$ cat src/rtl/mop_pkg.sv
package mop_pkg;

  typedef enum logic [2:0] {
    ST_OK      = 3'd0,
    ST_BG      = 3'd1,
    ST_BAD_IN  = 3'd2,
    ST_BAD_LEN = 3'd3,
    ST_UNSUP   = 3'd4
  } mop_status_e;

  localparam int TBL_N      = 3;
  localparam int HDR_BYTES  = 8;
  localparam int DISC_BYTES = 12;
  localparam int PAIR_W     = 16;

  typedef struct packed {
    logic [63:0] start;
    logic [63:0] len;
  } mop_range_t;

  function automatic logic [15:0] tbl_pair(input logic [15:0] idx);
    case (idx)
      16'd0:   return 16'h0000;
      16'd1:   return 16'h0100;
      16'd2:   return 16'h0101;
      default: return 16'h0000;
    endcase
  endfunction

endpackage

$ cat src/rtl/mop_disc_page.sv
module mop_disc_page
  import mop_pkg::*;
(
  input  logic [15:0]              start_i,
  input  logic [15:0]              num_i,
  output logic [15:0]              cnt_o,
  output logic [TBL_N*PAIR_W-1:0]  pairs_o
);

  logic [15:0] remain;

  always_comb begin
    remain = (start_i >= 16'(TBL_N)) ? 16'd0 : 16'(TBL_N) - start_i;
    cnt_o  = (num_i < remain) ? num_i : remain;
  end

  for (genvar k = 0; k < TBL_N; k++) begin : g_slot
    logic [15:0] pos;
    assign pos = start_i + 16'(k);
    assign pairs_o[PAIR_W*k +: PAIR_W] = (16'(k) < cnt_o) ? tbl_pair(pos) : '0;
  end

endmodule

$ cat src/rtl/mop_range_check.sv
module mop_range_check #(
  parameter logic [63:0] MEDIA_SIZE = 64'h1_0000_0000,
  parameter int          GRAN_LOG2  = 6
) (
  input  logic [63:0] start_i,
  input  logic [63:0] len_i,
  output logic        ok_o
);

  logic [64:0] end_addr;
  logic        aligned;

  always_comb begin
    end_addr = {1'b0, start_i} + {1'b0, len_i};
    aligned  = (start_i[GRAN_LOG2-1:0] == '0) && (len_i[GRAN_LOG2-1:0] == '0);
    ok_o     = aligned && (len_i != '0) && (end_addr <= {1'b0, MEDIA_SIZE});
  end

endmodule

$ cat src/rtl/mop_range_buf.sv
module mop_range_buf
  import mop_pkg::*;
#(
  parameter int DEPTH = 8,
  localparam int IDX_W = $clog2(DEPTH)
) (
  input  logic             clk_i,
  input  logic             wr_en_i,
  input  logic [IDX_W-1:0] wr_idx_i,
  input  mop_range_t       wr_data_i,
  input  logic [IDX_W-1:0] rd_idx_i,
  output mop_range_t       rd_data_o
);

  mop_range_t mem [DEPTH];

  always_ff @(posedge clk_i) begin
    if (wr_en_i) mem[wr_idx_i] <= wr_data_i;
  end

  assign rd_data_o = mem[rd_idx_i];

endmodule

$ cat src/rtl/mop_decoder.sv
module mop_decoder
  import mop_pkg::*;
#(
  parameter int          MAX_RANGES = 8,
  parameter logic [63:0] MEDIA_SIZE = 64'h1_0000_0000,
  parameter int          GRAN_LOG2  = 6,
  localparam int         IDX_W      = $clog2(MAX_RANGES),
  localparam int         CNT_W      = $clog2(MAX_RANGES + 1),
  localparam int         PAIRS_W    = TBL_N * PAIR_W
) (
  input  logic               clk_i,
  input  logic               rst_ni,
  input  logic               cmd_valid_i,
  output logic               cmd_ready_o,
  input  logic [7:0]         cmd_class_i,
  input  logic [7:0]         cmd_subclass_i,
  input  logic [31:0]        cmd_range_cnt_i,
  input  logic [15:0]        cmd_len_i,
  input  logic [15:0]        cmd_disc_start_i,
  input  logic [15:0]        cmd_disc_num_i,
  input  logic               rng_valid_i,
  output logic               rng_ready_o,
  input  logic [63:0]        rng_start_i,
  input  logic [63:0]        rng_len_i,
  output logic               fill_valid_o,
  input  logic               fill_ready_i,
  output logic [63:0]        fill_start_o,
  output logic [63:0]        fill_len_o,
  output logic [7:0]         fill_byte_o,
  output logic               fill_last_o,
  output logic               rsp_valid_o,
  output logic [2:0]         rsp_status_o,
  output logic [63:0]        rsp_gran_o,
  output logic [15:0]        rsp_total_o,
  output logic [15:0]        rsp_count_o,
  output logic [PAIRS_W-1:0] rsp_pairs_o
);

  typedef enum logic [1:0] {S_IDLE, S_COLLECT, S_EMIT, S_RESP} state_e;

  state_e             state_q;
  mop_status_e        status_q, imm_status;
  logic               disc_q;
  logic [15:0]        count_q;
  logic [PAIRS_W-1:0] pairs_q;
  logic [7:0]         fill_q;
  logic [CNT_W-1:0]   n_rng_q, n_last;
  logic [IDX_W-1:0]   idx_q;
  logic               bad_q;

  // command decode
  logic        is_disc, is_san, is_zero;
  logic [36:0] need_len;
  logic        go_collect, cmd_fire;
  logic [15:0] page_cnt;
  logic [PAIRS_W-1:0] page_pairs;

  assign cmd_ready_o = (state_q == S_IDLE);
  assign cmd_fire    = cmd_valid_i && cmd_ready_o;
  assign is_disc     = (cmd_class_i == 8'd0) && (cmd_subclass_i == 8'd0);
  assign is_san      = (cmd_class_i == 8'd1) && (cmd_subclass_i == 8'd0);
  assign is_zero     = (cmd_class_i == 8'd1) && (cmd_subclass_i == 8'd1);
  assign need_len    = {1'b0, cmd_range_cnt_i, 4'b0} + 37'(HDR_BYTES);

  mop_disc_page u_page (
    .start_i (cmd_disc_start_i),
    .num_i   (cmd_disc_num_i),
    .cnt_o   (page_cnt),
    .pairs_o (page_pairs)
  );

  always_comb begin
    imm_status = ST_OK;
    go_collect = 1'b0;
    if (cmd_len_i < 16'(HDR_BYTES)) begin
      imm_status = ST_BAD_LEN;
    end else if (is_disc) begin
      if (cmd_len_i < 16'(DISC_BYTES))                        imm_status = ST_BAD_LEN;
      else if (cmd_range_cnt_i != '0 ||
               cmd_disc_start_i > 16'(TBL_N))                 imm_status = ST_BAD_IN;
      else                                                    imm_status = ST_OK;
    end else if (is_san || is_zero) begin
      if (cmd_range_cnt_i == '0)                              imm_status = ST_OK;
      else if ({21'b0, cmd_len_i} < need_len)                 imm_status = ST_BAD_LEN;
      else if (cmd_range_cnt_i > 32'(MAX_RANGES))             imm_status = ST_BAD_IN;
      else                                                    go_collect = 1'b1;
    end else begin
      imm_status = ST_UNSUP;
    end
  end

  // range intake and replay
  logic       rng_ok, rng_fire, fill_fire, at_last;
  mop_range_t wr_rng, rd_rng;

  assign rng_ready_o  = (state_q == S_COLLECT);
  assign rng_fire     = rng_valid_i && rng_ready_o;
  assign fill_valid_o = (state_q == S_EMIT);
  assign fill_fire    = fill_valid_o && fill_ready_i;
  assign n_last       = n_rng_q - 1'b1;
  assign at_last      = (CNT_W'(idx_q) == n_last);
  assign wr_rng       = '{start: rng_start_i, len: rng_len_i};

  mop_range_check #(.MEDIA_SIZE(MEDIA_SIZE), .GRAN_LOG2(GRAN_LOG2)) u_check (
    .start_i (rng_start_i),
    .len_i   (rng_len_i),
    .ok_o    (rng_ok)
  );

  mop_range_buf #(.DEPTH(MAX_RANGES)) u_buf (
    .clk_i     (clk_i),
    .wr_en_i   (rng_fire),
    .wr_idx_i  (idx_q),
    .wr_data_i (wr_rng),
    .rd_idx_i  (idx_q),
    .rd_data_o (rd_rng)
  );

  always_ff @(posedge clk_i or negedge rst_ni) begin
    if (!rst_ni) begin
      state_q  <= S_IDLE;
      status_q <= ST_OK;
      disc_q   <= 1'b0;
      count_q  <= '0;
      pairs_q  <= '0;
      fill_q   <= '0;
      n_rng_q  <= '0;
      idx_q    <= '0;
      bad_q    <= 1'b0;
    end else begin
      case (state_q)
        S_IDLE: if (cmd_fire) begin
          disc_q  <= is_disc && (imm_status == ST_OK);
          count_q <= (is_disc && imm_status == ST_OK) ? page_cnt : '0;
          pairs_q <= (is_disc && imm_status == ST_OK) ? page_pairs : '0;
          fill_q  <= is_san ? 8'h0F : 8'h00;
          n_rng_q <= CNT_W'(cmd_range_cnt_i);
          idx_q   <= '0;
          bad_q   <= 1'b0;
          status_q <= imm_status;
          state_q  <= go_collect ? S_COLLECT : S_RESP;
        end
        S_COLLECT: if (rng_fire) begin
          if (at_last) begin
            idx_q <= '0;
            if (bad_q || !rng_ok) begin
              status_q <= ST_BAD_IN;
              state_q  <= S_RESP;
            end else begin
              state_q  <= S_EMIT;
            end
          end else begin
            idx_q <= idx_q + 1'b1;
            bad_q <= bad_q || !rng_ok;
          end
        end
        S_EMIT: if (fill_fire) begin
          if (at_last) begin
            status_q <= ST_BG;
            state_q  <= S_RESP;
          end else begin
            idx_q <= idx_q + 1'b1;
          end
        end
        default: state_q <= S_IDLE;
      endcase
    end
  end

  assign fill_start_o = rd_rng.start;
  assign fill_len_o   = rd_rng.len;
  assign fill_byte_o  = fill_q;
  assign fill_last_o  = fill_valid_o && at_last;

  assign rsp_valid_o  = (state_q == S_RESP);
  assign rsp_status_o = status_q;
  assign rsp_gran_o   = disc_q ? (64'd1 << GRAN_LOG2) : '0;
  assign rsp_total_o  = disc_q ? 16'(TBL_N) : '0;
  assign rsp_count_o  = count_q;
  assign rsp_pairs_o  = pairs_q;

  // checks
  assert_one_phase_R7: assert property (@(posedge clk_i) disable iff (!rst_ni)
    $onehot0({cmd_ready_o, rng_ready_o, fill_valid_o, rsp_valid_o}));

  assert_fill_hold_R11: assert property (@(posedge clk_i) disable iff (!rst_ni)
    fill_valid_o && !fill_ready_i |=> fill_valid_o && $stable(fill_start_o)
      && $stable(fill_len_o) && $stable(fill_byte_o));

  assert_fill_range_R6: assert property (@(posedge clk_i) disable iff (!rst_ni)
    fill_valid_o |-> fill_start_o[GRAN_LOG2-1:0] == '0 && fill_len_o[GRAN_LOG2-1:0] == '0
      && fill_len_o != '0 && ({1'b0, fill_start_o} + {1'b0, fill_len_o}) <= {1'b0, MEDIA_SIZE});

  assert_fill_byte_R1: assert property (@(posedge clk_i) disable iff (!rst_ni)
    fill_valid_o |-> (fill_byte_o == 8'h0F || fill_byte_o == 8'h00));

  assert_rsp_pulse_R10: assert property (@(posedge clk_i) disable iff (!rst_ni)
    rsp_valid_o |=> !rsp_valid_o);

  assert_page_cap_R5: assert property (@(posedge clk_i) disable iff (!rst_ni)
    rsp_valid_o |-> rsp_count_o <= 16'(TBL_N));

  assert_bg_after_fill_R7: assert property (@(posedge clk_i) disable iff (!rst_ni)
    rsp_valid_o && rsp_status_o == ST_BG |-> $past(fill_valid_o && fill_ready_i && fill_last_o));

endmodule

$ cat config.mk
export PLATFORM = sky130hd
export DESIGN_NAME = mop_decoder
export DESIGN_NICKNAME = d
export VERILOG_FILES = /design/src/rtl/mop_pkg.sv /design/src/rtl/mop_disc_page.sv /design/src/rtl/mop_range_check.sv /design/src/rtl/mop_range_buf.sv /design/src/rtl/mop_decoder.sv
export SDC_FILE = /design/constraint.sdc
export NUM_CORES = 1
export LEC_CHECK = 0
export ABC_CLOCK_PERIOD_IN_PS = 6630
export BUFFER_PORTS_ARGS = -buffer_cell sky130_fd_sc_hd__buf_2
export CORE_ASPECT_RATIO = 0.9
export CORE_MARGIN = 10
export CORE_UTILIZATION = 38
export CTS_CLUSTER_SIZE = 24
export DETAILED_ROUTE_END_ITERATION = 6
export GPL_ROUTABILITY_DRIVEN = 0
export PLACE_DENSITY = 0.66
export RECOVER_POWER = 25
export SLEW_MARGIN = 15
export SYNTH_ARGS = -nofsm -noshare
export SYNTH_HDL_FRONTEND = slang
export SYNTH_SLANG_ARGS = --single-unit
$ cat constraint.sdc
create_clock -name clk_i -period 6.63 [get_ports clk_i]
set_clock_uncertainty 0.1 [all_clocks]
set_input_delay 0.3315 -clock clk_i [delete_from_list [all_inputs] [get_ports clk_i]]
set_output_delay 0.3315 -clock clk_i [all_outputs]
set_load 0.05 [all_outputs]
==> out/metrics.yaml <==
outcome: "complete, no violations"
grt_max_degree: 130
hold_viol: 0
syn_area_per_cell_um2: 14.71
rrSetupSlack_ns: 2.09
synth-simple-area-share: 0.06650
antenna_found_initial: 27
setup_tns_ns: 0
synth_edf_count: 1024
crit_top_cell: "a211oi_1"
cp_slowest_cell: "nor4_1"
start_util: 0.3819
grt_usage: 0.2080
cts-buffers-inserted: 107
synth_compound_area_frac: 0.1419
crit_chain: "dlygate4sd3_1 -> clkbuf_1 -> ha_1 -> fa_1 -> a21oi_1 -> o221ai_2 -> a211oi_1 -> o221ai_1 -> o21ai_0 -> xor2_1 -> o2111ai_1 -> a211oi_1 -> nand4_1 -> nor4_1 -> buf_4 -> a41oi_1 -> mux2_2"
p_leak_nw: 17.76
setup_slack_ns: 1.291
p_total_mw: 19.51
ios: 517
vdd_drop_max_mv: 0.2478
htreeDepth: 3
area_delta_synth_final_pct: 18.47
cts.clk_slew.worst_paths_ns: 0.07
rsz0062_at_grt: "no"
finalNonFillerCells: 5226
max_stage_delay_ns: 0.75
drt_first_pass_iters: 5
fp.coreArea_um2: 116900
mostFrequentLayoutCells: "1024 x edfxtp_1, 515 x a22oi_1, 314 x buf_2"
synth_top_area_share: 0.6890
dp_hpwl_um: 85650
place_inst: 4855
yosys.area.top_type: "edfxtp_1"
syn_inst: 3035
dp_slack_ns: 1.452
cts_sinks: 1061
worstSkewPairLatency_ns: 0.71
clk_path_buf_depth: 3
hold_ws_ns: 0.1113
cap_viol_max_count: 0
ys_ff_latch: 1061
wl_per_cell_um: 27.49
grt_first_pass_wirelength_um: 205000
cts-root-buf: "clkbuf_16"
synth_adder_area_share: 0.02871
fp-row-count: 119
synth_cell_types: 79
routed_via_density: 5.792
fmax_mhz: 187.3
drive_gt1_frac: 0.1476
synth_area_leaders: "edfxtp_1 69%, a22oi_1 8.7%, ha_1 2.8%"
critPathBufInv: 3
pwr_density_cell_nw_per_um2: 368.9
startpoint_type: "primary input"
max-slew-margin-rel: 0.2578
maxSlewViolCount: 0
path_max_fanout: 10
die_h_um: 345.1
mostFrequentLayoutCell: "edfxtp_1"
drt-initial-drc-count: 3030
setup_viol: 0
drt-total-wl_um: 143700
die_x_um: 381.3
grt.overflow.total: 0
worst_slew_pin_slew_ns: 1.111
nets: 3881
synthFlopType: "edfxtp_1"
synthArstFlopShare: 0.03487
arrival_ns: 5.83
drtAntennaViolNets: 0
hp-class: "primary input to flip-flop"
critical_path.top_delay_family: "compound AO/OA/AOI/OAI gates"
grt_pass1_vias: 29990
synth_warnings: 0
path_class: "primary input to flip-flop"
synth_xor_area_frac: 0.008634
worst_setup_path_end_kind: "flip-flop"
layout_worst_path_cycle_share: 0.8053
synth_mux_area_frac: 0.004177
syn_area_um2: 44630
ys_seq_area_frac: 0.7097
cts_tree: "yes"
drc: 0
dieArea_um2: 131600
required_ns: 7.12
port_buffers: 391
num_vias: 30270
synth_top_family_by_area: "compound AO/OA/AOI/OAI gates"
min_period_ns: 5.339
==> through the flow <==
stage,instance area [µm²],utilization
2_1_floorplan,45110,-
4_1_cts,52930,0.4529
3_3_place_gp,47870,0.4096
5_1_grt,52850,0.4521
3_5_place_dp,47870,0.4096
6_report,52880,0.4524
==> worst paths after layout <==
check,from,endpoint,depth (start not counted)
max in group asynchronous,rst_ni,rsp_count_o[4],2
min in group asynchronous,rst_ni,rsp_pairs_o[16],2
setup reg to reg,bad_q,rsp_status_o[1],13
hold reg to reg,rsp_count_o[2],rsp_count_o[2],2
hold / removal,rng_valid_i,u_buf.mem[2][96],2
setup / recovery,rng_start_i[0],rsp_status_o[1],17
==> cells by family (layout without fill, tap and decap cells) <==
| kind of cell | Yosys count | count (layout) |
|---|---|---|
| AOI/OAI and AO/OA | 896 | 896 |
| and+or+nand+nor | 563 | 563 |
| buffers and inverters | 349 | 825 |
| other | 2 | 144 |
| muxes | 18 | 18 |
| adders and majority gates | 102 | 102 |
| DFF | 1061 | 1061 |
| xor gates and xnor gates | 44 | 44 |
==> metal layers <==
layer | GRT usage | share of wire | vias up | wire (µm)
met4 | 0.04611 | 0.023 | 18 | 3265
met2 | 0.3391 | 0.47 | 1480 | 67750
li1 | - | - | 13130 | -
met3 | 0.05805 | 0.10 | 221 | 14370
met1 | 0.2748 | 0.40 | 15420 | 58180
met5 | 0 | 0.00068 | - | 98
==> cells in the mapped netlist, types with 6 or more instances <==
cell type	n
a2111oi_0	7
a211oi_1	16
a21o_1	20
a21oi_1	126
a22o_1	7
a22oi_1	515
a31oi_1	13
and3_1	21
buf_1	14
buf_4	129
clkbuf_1	149
dfrtp_1	37
edfxtp_1	1024
ha_1	100
inv_1	55
mux2i_1	13
nand2_1	133
nand2b_1	12
nand3_1	29
nand4_1	179
nor2_1	87
nor3_1	24
nor3b_1	6
nor4_1	43
o211ai_1	13
o21a_1	13
o21ai_0	83
o21bai_1	7
o22ai_1	7
xnor2_1	28
xor2_1	16
==> what timing repair did <==
action | in CTS | in global routing
hold buffers | 160 | 0
buffers inserted | 0 | 0
resized for setup | 0 | 0
endpoints found under the hold margin | 1092 | 0
==> registers in the layout, indices dropped and copies added (netlist names) <==
name,cells
bad_q,1
state_q,2
fill_byte_o,1
u_buf.mem,1024
n_rng_q,4
rsp_count_o,16
idx_q,3
disc_q,1
rsp_pairs_o,6
rsp_status_o,3
==> cell type report <==
class,instances,area [µm²]
Inverter,55,206.4
Clock buffer,129,2760
Multi-Input combinational cell,1752,11720
Clock inverter,67,699.4
Tap cell,1573,1968
Fill cell,10330,64010
Sequential cell,1061,31680
Timing Repair Buffer,574,3810
Antenna cell,15,37.54
==> power by group <==
part | total [mW] | leakage, nW | internal (mW) | switching, mW
Combinational | 5.84 | 6.34 | 1.33 | 4.51
Sequential | 7.70 | 9.72 | 7.62 | 0.0815
Clock | 5.97 | 1.70 | 3.36 | 2.61
No activity file was read; power rests on OpenSTA's default activity.
